==> config.mk <==
export PLATFORM = sky130hd
export DESIGN_NAME = msg_tstamp_gen
export DESIGN_NICKNAME = d
export VERILOG_FILES = /design/src/rtl/msg_ts_pkg.sv /design/src/rtl/msg_ts_ctrl.sv /design/src/rtl/msg_ts_datapath.sv /design/src/rtl/msg_tstamp_gen.sv
export SDC_FILE = /design/constraint.sdc
export NUM_CORES = 1
export LEC_CHECK = 0
export ABC_CLOCK_PERIOD_IN_PS = 1730
export BUFFER_PORTS_ARGS = -buffer_cell sky130_fd_sc_hd__buf_2
export CORE_MARGIN = 3
export CORE_UTILIZATION = 40
export DETAILED_ROUTE_END_ITERATION = 10
export PLACE_DENSITY = 0.64
export SLEW_MARGIN = 20
export SYNTH_ARGS = -nofsm -noshare
export SYNTH_HDL_FRONTEND = slang
export SYNTH_SLANG_ARGS = --single-unit
==> constraint.sdc <==
create_clock -name clk -period 1.73 [get_ports clk]
set_input_delay 0.346 -clock clk [delete_from_list [all_inputs] [get_ports clk]]
set_output_delay 0.346 -clock clk [all_outputs]
set_load 0.005 [all_outputs]
==> src/rtl/msg_ts_pkg.sv <==
package msg_ts_pkg;
  typedef enum logic [1:0] {
    KIND_SAMPLE  = 2'b00,
    KIND_ETH     = 2'b01,
    KIND_GENERIC = 2'b10,
    KIND_RSVD    = 2'b11
  } msgKindT;

  typedef enum logic [2:0] {
    FMT_ZERO,
    FMT_COUNT,
    FMT_ETH_START,
    FMT_ETH_END,
    FMT_GEN
  } fmtSelT;

  typedef struct packed {
    logic       cntClear;
    logic       cntAdvance;
    logic       extLoad;
    logic       extBypass;
    logic [1:0] genFlags;
    fmtSelT     fmt;
  } tsCtrlT;
endpackage

==> src/rtl/msg_ts_ctrl.sv <==
module msg_ts_ctrl
  import msg_ts_pkg::*;
(
  input  logic       clk,
  input  logic       rstN,
  input  logic       frameEdge,
  input  logic       msgValid,
  input  logic [1:0] msgKind,
  input  logic       segStart,
  input  logic       segEnd,
  output tsCtrlT     ctrl
);
  msgKindT kind;
  assign kind = msgKindT'(msgKind);

  always_comb begin
    ctrl            = '0;
    ctrl.fmt        = FMT_ZERO;
    ctrl.cntClear   = frameEdge;
    if (msgValid) begin
      unique case (kind)
        KIND_SAMPLE: begin
          ctrl.cntAdvance = 1'b1;
          // a boundary in the same cycle wins: stamp is zero
          ctrl.fmt = frameEdge ? FMT_ZERO : FMT_COUNT;
        end
        KIND_ETH: begin
          if (segEnd)        ctrl.fmt = FMT_ETH_END;
          else if (segStart) ctrl.fmt = FMT_ETH_START;
          else               ctrl.fmt = FMT_ZERO;
        end
        KIND_GENERIC: begin
          ctrl.fmt       = FMT_GEN;
          ctrl.extLoad   = segStart;
          ctrl.extBypass = segStart;
          if (segEnd)        ctrl.genFlags = 2'b11;
          else if (segStart) ctrl.genFlags = 2'b10;
          else               ctrl.genFlags = 2'b00;
        end
        default: ctrl.fmt = FMT_ZERO;
      endcase
    end
  end

  // nothing advances or loads without a message
  p_quiet_idle_r9: assert property (@(posedge clk) disable iff (!rstN)
    !msgValid |-> (!ctrl.cntAdvance && !ctrl.extLoad && ctrl.fmt == FMT_ZERO));

  // end flag dominates start for generic packets
  p_end_wins_r8: assert property (@(posedge clk) disable iff (!rstN)
    (msgValid && kind == KIND_GENERIC && segEnd) |-> ctrl.genFlags == 2'b11);
endmodule

==> src/rtl/msg_ts_datapath.sv <==
module msg_ts_datapath
  import msg_ts_pkg::*;
#(
  parameter int TsWidth  = 6,
  parameter int ExtWidth = 4
) (
  input  logic                 clk,
  input  logic                 rstN,
  input  tsCtrlT               ctrl,
  input  logic [TsWidth-2:0]   ethBytes,
  input  logic [ExtWidth-1:0]  addrExt,
  output logic [TsWidth-1:0]   tstamp
);
  localparam int FlagWidth = TsWidth - ExtWidth;
  localparam logic [TsWidth-1:0] TopBit = TsWidth'(1) << (TsWidth - 1);

  logic [TsWidth-1:0]  seqCnt;
  logic [ExtWidth-1:0] extHeld;
  logic [ExtWidth-1:0] extUse;

  always_ff @(posedge clk) begin
    if (!rstN) begin
      seqCnt  <= '0;
      extHeld <= '0;
    end else begin
      if (ctrl.cntAdvance)
        seqCnt <= ctrl.cntClear ? TsWidth'(1) : seqCnt + TsWidth'(1);
      else if (ctrl.cntClear)
        seqCnt <= '0;
      if (ctrl.extLoad)
        extHeld <= addrExt;
    end
  end

  assign extUse = ctrl.extBypass ? addrExt : extHeld;

  always_comb begin
    unique case (ctrl.fmt)
      FMT_COUNT:     tstamp = seqCnt;
      FMT_ETH_START: tstamp = TopBit;
      FMT_ETH_END:   tstamp = {1'b1, ethBytes};
      FMT_GEN:       tstamp = {ctrl.genFlags[FlagWidth-1:0], extUse};
      default:       tstamp = '0;
    endcase
  end

  // the sequence rolls over to zero after its top value
  p_seq_wrap_r3: assert property (@(posedge clk) disable iff (!rstN)
    (ctrl.cntAdvance && !ctrl.cntClear && seqCnt == '1) |=> seqCnt == '0);

  // held extension only moves on a start segment
  p_ext_hold_r7: assert property (@(posedge clk) disable iff (!rstN)
    !ctrl.extLoad |=> $stable(extHeld));
endmodule

==> src/rtl/msg_tstamp_gen.sv <==
module msg_tstamp_gen
  import msg_ts_pkg::*;
#(
  parameter int TsWidth  = 6,
  parameter int ExtWidth = 4
) (
  input  logic                clk,
  input  logic                rstN,
  input  logic                frameEdge,
  input  logic                msgValid,
  input  logic [1:0]          msgKind,
  input  logic                segStart,
  input  logic                segEnd,
  input  logic [TsWidth-2:0]  ethBytes,
  input  logic [ExtWidth-1:0] addrExt,
  output logic [TsWidth-1:0]  tstamp
);
  tsCtrlT ctrl;

  msg_ts_ctrl i_ctrl (
    .clk(clk), .rstN(rstN), .frameEdge(frameEdge), .msgValid(msgValid),
    .msgKind(msgKind), .segStart(segStart), .segEnd(segEnd), .ctrl(ctrl)
  );

  msg_ts_datapath #(.TsWidth(TsWidth), .ExtWidth(ExtWidth)) i_dp (
    .clk(clk), .rstN(rstN), .ctrl(ctrl), .ethBytes(ethBytes),
    .addrExt(addrExt), .tstamp(tstamp)
  );

  logic sampleMsg;
  assign sampleMsg = msgValid && msgKind == 2'b00;

  // boundary with a sample message stamps zero
  p_edge_zero_r2: assert property (@(posedge clk) disable iff (!rstN)
    (sampleMsg && frameEdge) |-> tstamp == '0);

  // back-to-back sample messages step by one
  p_seq_step_r1: assert property (@(posedge clk) disable iff (!rstN)
    (sampleMsg && !frameEdge) ##1 (sampleMsg && !frameEdge)
      |-> tstamp == $past(tstamp) + TsWidth'(1));

  // Ethernet middle segment is all zero
  p_eth_mid_r4: assert property (@(posedge clk) disable iff (!rstN)
    (msgValid && msgKind == 2'b01 && !segStart && !segEnd) |-> tstamp == '0);

  // Ethernet end segment has the top bit set
  p_eth_end_r5: assert property (@(posedge clk) disable iff (!rstN)
    (msgValid && msgKind == 2'b01 && segEnd) |-> tstamp[TsWidth-1]);

  // silent output without a message
  p_idle_zero_r9: assert property (@(posedge clk) disable iff (!rstN)
    !msgValid |-> tstamp == '0);
endmodule

# Word level (Yosys, flattened, before mapping)
# Cells that the tools add are included.
[totals]
in_bits = 17
wordCells = 25
reg_bits = 10
output_inout_bits = 6
[op_classes]
eq_ne = 6
n_mux = 14
n_reduce_logical = 2
add_sub_neg = 1
[ops]
columns = ["op", "n"]
rows = [
  ["one-hot mux 6 bit (4 select lines)", 1],
  ["2-to-1 mux 6 bit", 3],
  ["one-hot mux 3 bit (3 select lines)", 1],
  ["2-to-1 mux 4 bit", 2],
  ["2-to-1 mux 8 bit", 1],
  ["adder 6 x 1 -> 6 bit, second input constant", 1],
  ["== test 3 x 2 -> 1 bit, second input constant", 2],
  ["2-to-1 mux 2 bit", 3],
  ["== test 3 x 1 -> 1 bit, second input constant", 1],
  ["== test 3 bit, second input constant", 1],
  ["2-to-1 mux 3 bit", 1],
  ["== test 2 x 1 -> 1 bit, second input constant", 1],
  ["== test 2 bit, second input constant", 1],
  ["logical NOT 2 bit", 1],
  ["2-to-1 mux 1 bit", 2],
  ["nonzero test 2 bit", 1],
]

# Depth between registers and ports, before layout
[depth]
depth_word = 6
depth_mapped = 4
ltp_nobuf = 4

# Cells and area by module
# From an unflattened synthesis, not the netlist that was laid out.
[unflattened]
hier_cells = 75
hier_area_um2 = 645.6
[modules_own_cells]
columns = ["mod", "seq_area_each_um2", "area_each_um2", "n_inst", "cells_each"]
rows = [
  ["msg_ts_datapath", 200.2, 565.5, 1, 62],
  ["msg_ts_ctrl", 0.0, 80.1, 1, 13],
]

# Worst setup path after synthesis
# Ideal clock, no wire load.
[synth_path]
path_kind = "input port to output port"
from = "in segStart"
to = "out tstamp[0]"
slack_ps = 270
path_stages = 4
required_time_ps = 1384
path_buffers = 1
arrival_time_ps = 1114
path_cell_list = "clkbuf_1 mux2i_1 nor2b_1 a221o_1"
[synth_between]
elab_chain_len = 6
word_cells_on_any_way = 11
cone_classes = "eq/ne (4); mux (7)"
[synth_lines]
columns = ["element", "line", "rtl"]
rows = [
  ["from (decl)", "msg_tstamp_gen.sv:12", "input logic segStart,"],
  ["2-to-1 mux 2 bit", "msg_ts_ctrl.sv:29", "else if (segStart) ctrl.fmt = FMT_ETH_START;"],
  ["2-to-1 mux 3 bit", "msg_ts_ctrl.sv:28", "if (segEnd) ctrl.fmt = FMT_ETH_END;"],
  ["one-hot mux 3 bit (3 select lines)", "msg_ts_ctrl.sv:21", "unique case (kind)"],
  ["2-to-1 mux 8 bit *", "msg_ts_ctrl.sv:20", "if (msgValid) begin"],
  ["== test 3 bit (tied with other cells)", "msg_ts_datapath.sv:38", "unique case (ctrl.fmt)"],
  ["one-hot mux 6 bit (4 select lines) *", "msg_ts_datapath.sv:38", ""],
  ["to (decl)", "msg_tstamp_gen.sv:16", "output logic [TsWidth-1:0] tstamp"],
]
# Every way passes the cells marked *; elsewhere a longest branch is shown, timed or not.

# Final worst setup path
[layout_path]
from = "in msgKind[0]"
to = "out tstamp[1]"
[layout_between]
elab_chain_len = 5
word_cells_on_any_way = 12
cone_classes = "eq/ne (6); mux (5); reduce/logical (1)"
[layout_lines]
columns = ["element", "line", "rtl"]
rows = [
  ["from (decl)", "msg_tstamp_gen.sv:11", "input logic [1:0] msgKind,"],
  ["== test 2 bit (tied with other cells)", "msg_ts_ctrl.sv:21", ""],
  ["one-hot mux 3 bit (3 select lines) or 2-to-1 mux 4 bit (tied branches)", "msg_ts_ctrl.sv:21", ""],
  ["2-to-1 mux 8 bit *", "msg_ts_ctrl.sv:20", ""],
  ["== test 3 bit (tied with other cells)", "msg_ts_datapath.sv:38", ""],
  ["one-hot mux 6 bit (4 select lines) *", "msg_ts_datapath.sv:38", ""],
]
# Marked as above.

==> flow_summary_export.csv <==
group,metric,value,unit
worst_setup_path,timing.critical_path.required,1380,ps
worst_setup_path,crit_cells,5,
worst_setup_path,critical_path.startpoint_type,"primary input",
logic_synthesis,synth_area,649,sq um
worst_hold_path,worst_hold_path.num_cells,3,
sta,fin_worst_skew,4.60,ps
clocking,clockRootBuffer,"sky130_fd_sc_hd__clkbuf_4",
job,drv_cap,0,
placed_design,detailed_place_hpwl,1230,microns
worst_setup_path,worstPathArrival,1310,ps
sta,post-route-period-util,95.6,%
finish,antenna_cells_inserted,0,
routing,first_pass_iters,4,
pwr,vdd_drop_max,0.317,mV
placed_design,io_buffers,22,
logic_synthesis,synth-seq-cells,10,
clocking,clk_transition_reported_paths,70,ps
global_route,grt_pass1_vias,581,
pwr,p_leak,0.335,nW
finish,area_growth,24.5,%
floorplan,placement_rows,13,
finish,mostFrequentLayoutCell,"sky130_fd_sc_hd__buf_2",
logic_synthesis,synth-edff-count,0,
global_route,use_met1,23.1,%
global_route,globalRouteOverflowTotal,0,
clocking,cts_sinks,10,
worst_setup_path,path_cells,"buf_2, nor2b_2, and3_4, a221o_1, buf_2",
worst_setup_path,worst_r2r_path_depth,3,
routing,routed_via_density,5.75,
sta,highest_clock_rate,605,MHz
logic_synthesis,async_reset_ff_share,0,%
routing,wl_per_cell,14.0,microns
global_route,first_pass_grt_wire_length,2590,microns
sta,hold-worst-slack,325,ps
clocking,cts_hold_buf,0,
logic_synthesis,synth_cell_type_count,28,
logic_synthesis,synth-xor-area-share,2.70,%
clocking,inserted_clock_buffers,3,
worst_setup_path,timing.setup.critical_path_class,"primary input to output port",
sta,worst_pin_slew,291,ps
logic_synthesis,synthFlopType,"sky130_fd_sc_hd__dfxtp_1",
sta,maxSlewViolCount,0,
worst_setup_path,crit_path_top_delay_cell,"sky130_fd_sc_hd__a221o_1",
floorplan,initial_core_util,45.9,%
logic_synthesis,synth_adder_area_share,1.93,%
routing,drt_drc_violations_left,0,
logic_synthesis,synth_top_family_by_area,"simple AND/OR/NAND/NOR gates",
clocking,clockBufferDepth,2,
worst_setup_path,worst_path_largest_cell_delay,300,ps
global_route,use_met2,25.8,%
logic_synthesis,synth_compound_gate_area_share,17.1,%
global_route,grt.busiest_layer,"met2",
sta,hold_viol_final,0,
worst_setup_path,end_kind,"output port",
floorplan,floorplan.die.height,46.3,microns
global_route,grt_util_met3,5.86,%
sta,setup_tns,0,ps
routing,ant_nets,0,
logic_synthesis,synth_cells,75,
finish,design.final.nets,119,
worst_hold_path,hold_path.class,"primary input to flop",
floorplan,core,1420,sq um
finish,share_of_post_route_cells_with_drive_strength_above_1,32.3,%
placed_design,finalWeightedCongestion,0.764,
finish,top_library_cells_by_usage_in_the_layout_fill_and_taps_aside,"sky130_fd_sc_hd__buf_2 (22), sky130_fd_sc_hd__nand2_1 (10), sky130_fd_sc_hd__dfxtp_1 (10)",
global_route,grt_use_total,18.2,%
clocking,cts_max_level,1,
sta,grt_setup_unrepaired,"false",
floorplan,die_boundary_width,46.3,microns
routing,drtIter0Drc,10,
floorplan,io_pins,23,
pwr,power_per_cell_area,593,nW/um^2
sta,period_needed,1650,ps
routing,finalWirelength,1590,microns
logic_synthesis,multiplexer_share_of_the_synthesized_area,7.71,%
worst_setup_path,worst_path_dominant_cell_family,"simple AND/OR/NAND/NOR gates",
sta,timing.max_slew.rel_slack,80.5,%
sta,finalSetupViolCount,0,
routing,via_count,656,
logic_synthesis,yosysWarnings,0,
worst_setup_path,biggest_fanout_along_the_worst_timing_path,9,
floorplan,die_area,2140,sq um
global_route,grt_max_degree,12,
worst_setup_path,timing.critical_path.buf_inv,2,
global_route,antenna_found_initial,0,
clocking,tritoncts_clock_tree,"done",
logic_synthesis,postSynthAreaPerCell,8.66,sq um
logic_synthesis,synth.net_count,93,
finish,fillers,149,
worst_setup_path,crit_path_most_repeated_cell,"sky130_fd_sc_hd__buf_2",
logic_synthesis,synth_seq_area_share,30.8,%
logic_synthesis,synth_simple_gate_area_share,38.5,%
clocking,worst_skew_pair.late_latency,270,ps
status,status,"complete, no violations",
==> worst min-delay path, cell delays in order <==
cell                      delay [ps]
sky130_fd_sc_hd__buf_2           110
sky130_fd_sc_hd__nand2_1          40
sky130_fd_sc_hd__o21ai_0          60
==> state kept, by name (all words and copies together) (netlist names) <==
| name | cells |
|---|---|
| i_dp.extHeld | 4 |
| i_dp.seqCnt | 6 |
==> metrics by stage <==
stage | cell area (sq um) | util, % | cells | total power [mW] | setup WS [ps]
4_1_cts | 801 | 56.6 | 114 | 0.485 | 45.3
5_1_grt | 808 | 57.1 | 114 | 0.523 | 39.6
3_3_place_gp | 778 | 55.0 | 111 | 0.318 | 82.5
6_report | 808 | 57.1 | 114 | 0.479 | 75.9
2_1_floorplan | 649 | - | 75 | 0.280 | 270
3_5_place_dp | 778 | 55.0 | 111 | 0.320 | 46.1
==> routing by layer <==
layer / up-vias / share of wire [%]
met5: - / 0
met4: 0 / 2.9
met3: 5 / 6.9
met2: 23 / 44
met1: 298 / 46
li1: 330 / -
==> cell families after synthesis <==
group                    count (synthesis)
AND/OR/NAND/NOR                         38
AO/OA/AOI/OAI                           17
flip-flops                              10
multiplexers                             5
XOR/XNOR                                 2
buffers and inverters                    2
adder cells (fa/ha/maj)                  1
==> synthesized netlist by cell type, types with 2 or more instances <==
cell                       instances  area [sq um]
sky130_fd_sc_hd__o21ai_0           7          35.0
sky130_fd_sc_hd__clkbuf_1          2          7.51
sky130_fd_sc_hd__nor2_1            2          7.51
sky130_fd_sc_hd__nand3_1           4          20.0
sky130_fd_sc_hd__dfxtp_1          10           200
sky130_fd_sc_hd__a21oi_1           3          15.0
sky130_fd_sc_hd__a221o_1           4          40.0
sky130_fd_sc_hd__nand2b_1          2          12.5
sky130_fd_sc_hd__nand2_1          10          37.5
sky130_fd_sc_hd__nor2b_1           7          43.8
sky130_fd_sc_hd__mux2i_1           5          50.1
sky130_fd_sc_hd__xnor2_1           2          17.5
sky130_fd_sc_hd__or3_1             2          12.5
==> power by group <==
group	internal (mW)	leakage (nW)	switching, mW
registers	0.233	0.0808	0.00219
clock network	0.0806	0.0138	0.0828
logic	0.0404	0.240	0.0400
==> final cells by class <==
cell class | instances | area [sq um] | area share [%]
multi-input cells | 63 | 449 | 55.6
clock buffers | 3 | 22.5 | 2.79
well taps | 15 | 18.8 | 2.32
repair buffers | 23 | 118 | 14.6
flip-flops and latches | 10 | 200 | 24.8
==> timing repair <==
item,CTS,global route
resized for setup,0,3
buffers inserted,0,0
setup endpoints to repair,0,2
==> worst paths after layout <==
kind,startpoint,to,slack [ps]
min reg2reg,i_dp.extHeld[3],i_dp.extHeld[3],470
min,addrExt[3],i_dp.extHeld[3],320
max reg2reg,i_dp.seqCnt[2],i_dp.seqCnt[5],540
max,msgKind[0],tstamp[1],80
Power figures use the tool's default switching activity.
